<file path="config.mk">
export PLATFORM = sky130hd
export DESIGN_NAME = timing_out_bank
export DESIGN_NICKNAME = d
export VERILOG_FILES = /design/src/rtl/tob_pkg.sv /design/src/rtl/tob_bus_front.sv /design/src/rtl/tob_channel.sv /design/src/rtl/timing_out_bank.sv
export SDC_FILE = /design/constraint.sdc
export NUM_CORES = 1
export LEC_CHECK = 0
export ABC_AREA = 1
export ABC_CLOCK_PERIOD_IN_PS = 2510
export BUFFER_PORTS_ARGS = -buffer_cell sky130_fd_sc_hd__buf_2
export CORE_ASPECT_RATIO = 1.75
export CORE_MARGIN = 2
export CORE_UTILIZATION = 46
export CTS_CLUSTER_DIAMETER = 80
export DETAILED_ROUTE_END_ITERATION = 8
export GPL_TIMING_DRIVEN = 0
export PLACE_DENSITY = 0.76
export SYNTH_ARGS = -nofsm -noshare
export SYNTH_HDL_FRONTEND = slang
export SYNTH_SLANG_ARGS = --single-unit
</file>
<file path="constraint.sdc">
create_clock -name clk -period 2.51 [get_ports clk]
set_input_delay 0.502 -clock clk [delete_from_list [all_inputs] [get_ports clk]]
set_output_delay 0.502 -clock clk [all_outputs]
set_load 0.01 [all_outputs]
</file>
<file path="src/rtl/tob_pkg.sv">
package tob_pkg;
  // Stored control field, bits 4:0 of each channel register
  localparam int CFG_W    = 5;
  localparam int SNAP_POS = 5;

  typedef struct packed {
    logic data;     // bit 4: level used by the register source
    logic en;       // bit 3: register output enable
    logic sel_pat;  // bit 2: pattern word source
    logic sel_ext;  // bit 1: external level source
    logic sel_reg;  // bit 0: register data source
  } cfg_t;
endpackage

</file>
<file path="src/rtl/tob_bus_front.sv">
module tob_bus_front #(
  parameter int NUM_CH = 32,
  parameter int ADDR_W = 8
) (
  input  logic              clk,
  input  logic              rst,
  input  logic [ADDR_W-1:0] bus_addr,
  input  logic              bus_stb,
  input  logic              bus_wr,
  output logic [NUM_CH-1:0] wr_sel
);
  logic stb_q;
  logic wr_pulse;

  always_ff @(posedge clk) begin
    if (rst) stb_q <= 1'b0;
    else     stb_q <= bus_stb;
  end

  assign wr_pulse = bus_stb & ~stb_q & bus_wr;

  for (genvar g = 0; g < NUM_CH; g++) begin : g_dec
    assign wr_sel[g] = wr_pulse && (32'(bus_addr) == g);
  end

  // one write per strobe; a write is never followed by another on the next clock
  p_single_write_r2: assert property (@(posedge clk) disable iff (rst)
    (wr_sel != '0) |=> (wr_sel == '0));
endmodule

</file>
<file path="src/rtl/tob_channel.sv">
module tob_channel
  import tob_pkg::*;
(
  input  logic             clk,
  input  logic             rst,
  input  logic             we,
  input  logic [CFG_W-1:0] wdata,
  input  logic             ext_bit,
  input  logic             ext_en,
  input  logic             pat_bit,
  output logic             out_q,
  output cfg_t             cfg_q,
  output logic             snap_q
);
  logic src;
  logic gate;

  // Priority: pattern, then external level, then register data
  always_comb begin
    if (cfg_q.sel_pat)      src = pat_bit;
    else if (cfg_q.sel_ext) src = ext_bit;
    else if (cfg_q.sel_reg) src = cfg_q.data;
    else                    src = 1'b0;
  end

  assign gate = cfg_q.en | ext_en;

  always_ff @(posedge clk) begin
    if (rst) begin
      cfg_q  <= '0;
      snap_q <= 1'b0;
      out_q  <= 1'b0;
    end else begin
      out_q <= src & gate;
      if (we) begin
        cfg_q  <= cfg_t'(wdata);
        snap_q <= out_q;
      end
    end
  end

  p_nosrc_low_r3: assert property (@(posedge clk) disable iff (rst)
    (!cfg_q.sel_pat && !cfg_q.sel_ext && !cfg_q.sel_reg) |=> !out_q);

  p_gated_off_r4: assert property (@(posedge clk) disable iff (rst)
    (!cfg_q.en && !ext_en) |=> !out_q);

  p_pattern_wins_r7: assert property (@(posedge clk) disable iff (rst)
    (cfg_q.sel_pat && (cfg_q.en || ext_en)) |=> (out_q == $past(pat_bit)));

  p_hold_cfg_r2: assert property (@(posedge clk) disable iff (rst)
    !we |=> $stable(cfg_q));

  p_snapshot_r8: assert property (@(posedge clk) disable iff (rst)
    we |=> (snap_q == $past(out_q)));
endmodule

</file>
<file path="src/rtl/timing_out_bank.sv">
module timing_out_bank
  import tob_pkg::*;
#(
  parameter int NUM_CH = 32,
  parameter int ADDR_W = 8,
  parameter int DATA_W = 8
) (
  input  logic              clk,
  input  logic              rst,
  input  logic [ADDR_W-1:0] bus_addr,
  input  logic              bus_stb,
  input  logic              bus_wr,
  input  logic [DATA_W-1:0] bus_wdata,
  output logic [DATA_W-1:0] bus_rdata,
  input  logic [NUM_CH-1:0] ext_bit,
  input  logic [NUM_CH-1:0] ext_en,
  input  logic [NUM_CH-1:0] pattern,
  output logic [NUM_CH-1:0] chan_out
);
  localparam int IDX_W  = $clog2(NUM_CH);
  localparam int VIEW_W = CFG_W + 1;

  logic [NUM_CH-1:0] wr_sel;
  logic [VIEW_W-1:0] view [NUM_CH];
  logic              in_range;
  logic [IDX_W-1:0]  idx;
  logic              unused_wbits;

  assign unused_wbits = ^bus_wdata[DATA_W-1:CFG_W];

  tob_bus_front #(.NUM_CH(NUM_CH), .ADDR_W(ADDR_W)) i_front (
    .clk      (clk),
    .rst      (rst),
    .bus_addr (bus_addr),
    .bus_stb  (bus_stb),
    .bus_wr   (bus_wr),
    .wr_sel   (wr_sel)
  );

  for (genvar g = 0; g < NUM_CH; g++) begin : g_ch
    cfg_t cfg;
    logic snap;

    tob_channel i_ch (
      .clk     (clk),
      .rst     (rst),
      .we      (wr_sel[g]),
      .wdata   (bus_wdata[CFG_W-1:0]),
      .ext_bit (ext_bit[g]),
      .ext_en  (ext_en[g]),
      .pat_bit (pattern[g]),
      .out_q   (chan_out[g]),
      .cfg_q   (cfg),
      .snap_q  (snap)
    );

    assign view[g] = {snap, cfg};
  end

  assign in_range = 32'(bus_addr) < NUM_CH;
  assign idx      = bus_addr[IDX_W-1:0];

  always_ff @(posedge clk) begin
    if (rst)           bus_rdata <= '0;
    else if (in_range) bus_rdata <= DATA_W'(view[idx]);
    else               bus_rdata <= '0;
  end

  p_rd_out_of_range_r9: assert property (@(posedge clk) disable iff (rst)
    !in_range |=> (bus_rdata == '0));

  p_rd_upper_zero_r9: assert property (@(posedge clk) disable iff (rst)
    1'b1 |=> (bus_rdata[DATA_W-1:SNAP_POS+1] == '0));
endmodule

</file>
-- Word-level counts from Yosys, hierarchy flattened
Cells that the tools add are included.
Widths: inputs -> output; s select.
- bits in registers: 233
- bits in latches: 0
- memory bits (writable): 0
- memory bits (read-only): 0
- bits of input ports: 116
- output and inout port bits: 40
- logic and storage cells: 462
- memories: 0
- $add $sub $neg: 0
- multipliers: 0
- divide/modulo/power cells: 0
- $lt $le $gt $ge: 2
- equal/unequal tests: 31
- shift operators: 0
- mux-type cells: 99
- bitwise logic cells: 69
- reduce and logical (&&, ||, !) cells: 34
- operators with widths (operator ; number):
    $eq 8x5->1 const B ; 16
    $mux 1 ; 96
    $eq 8x4->1 const B ; 8
    $and 1x1->1 ; 34
    $eq 8x3->1 const B ; 4
    $logic_and 1x1->1 ; 32
    $or 1x1->1 ; 32
    $bmux 6 s5 ; 1
    $eq 8x2->1 const B ; 2
    $mux 6 ; 2
    $eq 8x1->1 const B ; 1
    $logic_not 8->1 ; 1
    $lt 8x6->1 const B ; 1
    $ge 6x6->1 const B ; 1
    $not 5->6 ; 1
    $not 1->1 ; 2
    $reduce_or 2->1 ; 1

-- Longest topological paths before layout
- word-level depth: 4
- gate-level depth with buffers: 11
- mapped depth without buffers: 9

-- By module
A second synthesis with hierarchy kept.
- cell total of the unflattened synthesis: 1826
- area, all modules: 11269.6 um^2
- modules (own cells, without submodules) (module ; instances ; cells an instance ; area each (um^2) ; sequential area each (um^2)):
    tob_channel ; 32 ; 40 ; 272.8 ; 140.1
    timing_out_bank ; 1 ; 471 ; 2173.3 ; 120.1
    tob_bus_front ; 1 ; 75 ; 367.9 ; 20.0

-- Least setup slack after synthesis
Ideal clock, no wire load.
- kind: input -> register
- start point: input bus_addr[7]
- end point: register g_ch[12].i_ch.cfg_q[0] in the netlist's numbering
- setup time: 0.119 ns
- arrival time: 1.480 ns
- required time: 2.391 ns
- setup slack: 0.911 ns
- stages on the path: 7
- buffers on the path: 1
- path through: nor2_2 nand2_4 nor2_8 buf_12 nand3_4 o21ai_0 a21oi_1
- longest elaborated chain between the ends: 2
- ends and longest elaborated chain (item ; RTL line ; source):
    start, declared ; timing_out_bank.sv:10 ; input logic [ADDR_W-1:0] bus_addr,
    $eq 8x4->1 ; tob_bus_front.sv:23 ; assign wr_sel[g] = wr_pulse && (32'(bus_addr) == g);
    $logic_and 1x1->1 ; tob_bus_front.sv:23 ;
    end signal, assigned ; tob_channel.sv:36 ; cfg_q <= cfg_t'(wdata);
    end, declared ; tob_channel.sv:12 ; output cfg_t cfg_q,
Every way passes these cells.
A chain may end at the register's enable or synchronous reset.

==> out/qor.csv <==
metric,value,unit
Post-Synth Adder-Cell Area,0,%
Inserted Clock Buffers,22,
ANT nets after route,0,
final setup vio count,0,
Routed WL,40110,um
status,completed,
largest family of logic cells by synthesized area,simple AND/OR/NAND/NOR gates,
"CTS clk-pin slew, worst paths",0.06,ns
num rows,75,
Post-synth EDFFs,0,
CTS Hold Buffers Added,0,
total negative slack,0,ns
antenna cells,0,
Synth Area in Compound Gates,19.73,%
first-pass GRT wire length,59530,um
DR WL/cell,19.18,um
crit path buf inv count,4,
clock network power share,43.5,%
synth cell count leaders,"325 x nand2_1, 272 x nor2_1, 231 x dfxtp_1, 203 x o21ai_0, 151 x a21oi_1",
Max VDD drop,0.3564,mV
Cells after DPL,2056,
Layout fillers,2349,
Post-Syn Instances,1601,
final worst slack,0.3649,ns
crit path DAT,2.58,ns
die height,210.5,um
Hold Fails Final Rpt,0,
Die Area,25680,um2
xor and xnor area share after synthesis,0,%
PD cells,579.7,nW/um2
antenna violations before repair,0,
CP Capture Type,register,
# resized after CTS,0,
number of setup buffers added after CTS,0,
clk buf depth,3,
max incr delay on CP,0.67,ns
crit path time final,2.145,ns
final period utilization,85.46,%
Power Total,7.543,mW
Sw Pwr,1.879,mW
dpl ws,-0.1090,ns
nets@finish,1888,
Synth async-reset ratio,0,%
H-tree depth,1,
fraction of layout cells with a size suffix above 1,17.50,%
Cell Int Power,5.664,mW
CP startpoint kind,input pin,
actual slew at the worst max-slew pin,1.007,ns
vias per std cell,5.456,
fin cells,2091,
post-layout util,54.38,%
Slew Limit Headroom,32.85,%
fin area,13010,um2
Simple-Gate Fraction of Synth Area,28.82,%
Flop pwr share,48.7,%
largest net degree at the start of global routing,16,
Synth Flop Type,dfxtp_1,
"CP delay by family, top",buffers and inverters,
Iter 0 DRT Violations,1053,
Max-Cap Viols,0,
I/O pin total,156,
Die X,122.0,um
post-synthesis mux area share,0,%
clock sink count,231,
yosys warns,0,
register bit count reported by yosys,231,
GPL Wtd Cong,0.9836,
Tot GR Track Use,30.85,%
crit-path cells,clkbuf_1 -> inv_1 -> clkbuf_1 -> buf_2 -> o221ai_1 -> a21oi_1,
input/output buffers,146,
sw frac,24.91,%
Slowest cell on crit path,clkbuf_1,
detailed-route via count,11410,
top-area cell type share of the netlist area,41.25,%
RSZ-0062 raised after global routing,no,
most common cell in the netlist,nand2_1,
leak pwr,5.386,nW
post-synthesis sequential area ratio,41.25,%
Avg Inst Size Synth,7.002,um2
combinational power share,7.9,%
Overflow after GRT,0,
Clock Skews,0.02303,ns
HPWL after DPL,30230,um
area post-placement,12330,um2
Area growth syn-to-layout,16.08,%
Crit Path Category,input pin to register,
number of global-route vias before repair,10980,
worst endpoint required time,2.95,ns
CP most frequent cell,clkbuf_1,
Post-Syn Area,11210,um2
CTS Root Cell,clkbuf_16,
CORE AREA,23930,um2
Hold Crit Class,input pin to register,
Skew-Pair Late Insertion Delay,0.52,ns
DRT Pass-1 Iters,7,
Synth cell types,31,
Initial Util,46.84,%
Final Hold Slack,0.2028,ns
Final Max Slew Viols,0,
largest area contributor in the netlist,dfxtp_1,
DRC,0,
clock tree from TritonCTS,yes,
fmax,466.2,MHz
Critical Path Fanout Max,10,
dominant cells by area after synthesis,"dfxtp_1 41%, nand2_1 11%, nor2_1 9.1%",
worst register-to-register path, cell delays in order, from the launching register on:
cell     delay [ns]
dfxtp_1        0.30
nor2_1         0.15
inv_2          0.17
nor2_8         0.31
nand3_2        0.16
buf_2          0.22
o21ai_0        0.20
a21oi_1        0.08
flip-flops by register name, summed over array words and instances (netlist names):
signal            cells
g_ch.i_ch.snap_q     32
i_front.stb_q         1
bus_rdata             6
g_ch.i_ch.out_q      32
g_ch.i_ch.cfg_q     160
cell families after synthesis:
family,count (synthesis)
buffers and inverters,244
and+or+nand+nor,703
DFF,231
other,1
AOI/OAI and AO/OA,422
cells in the final DEF (no fill, tap or decap), types with 37 or more instances in the layout:
cell	instances
nand2_1	325
nor2_1	272
dfxtp_1	231
o21ai_0	203
buf_2	171
a21oi_1	151
inv_1	105
clkbuf_1	49
buf_4	40
nand3_1	37
power by group through the flow:
stage	Sequential, mW	Clock, mW	Combinational, mW
2_1_floorplan	3.75	0	0.303
3_3_place_gp	3.75	0	0.570
3_5_place_dp	3.76	0	0.574
4_1_cts	3.67	3.31	0.578
5_1_grt	3.67	3.43	0.629
6_report	3.67	3.28	0.592
per-layer routing:
metal / track usage [%] / up-vias / part of all wire [%]
met5: 0 / - / 0
met3: 3.680 / 178 / 6.9
met1: 31.97 / 5123 / 34
met2: 54.79 / 570 / 50
met4: 24.81 / 0 / 9.5
li1: - / 5538 / -
cell type report:
class / count / area [um2] / share of cell area, %
clock inverter: 5 / 61.31 / 0.4712
inverter: 130 / 498.0 / 3.827
buffer: 114 / 640.6 / 4.923
tap: 308 / 385.4 / 2.962
timing repair buffer: 146 / 730.7 / 5.615
sequential: 231 / 4624 / 35.54
clock buffer: 30 / 621.8 / 4.779
multi-input combinational: 1127 / 5450 / 41.88
path summary, 6_finish.rpt:
kind                              from                     end  slack (ns)  cells past startpoint
hold / removal                 bus_stb           i_front.stb_q        0.20                      3
hold reg to reg   g_ch[23].i_ch.snap_q    g_ch[23].i_ch.snap_q        0.46                      2
setup / recovery                   rst      g_ch[4].i_ch.out_q        0.36                      6
setup reg to reg         i_front.stb_q  g_ch[31].i_ch.cfg_q[2]        0.80                      7
(Power assumes the default switching activity.)
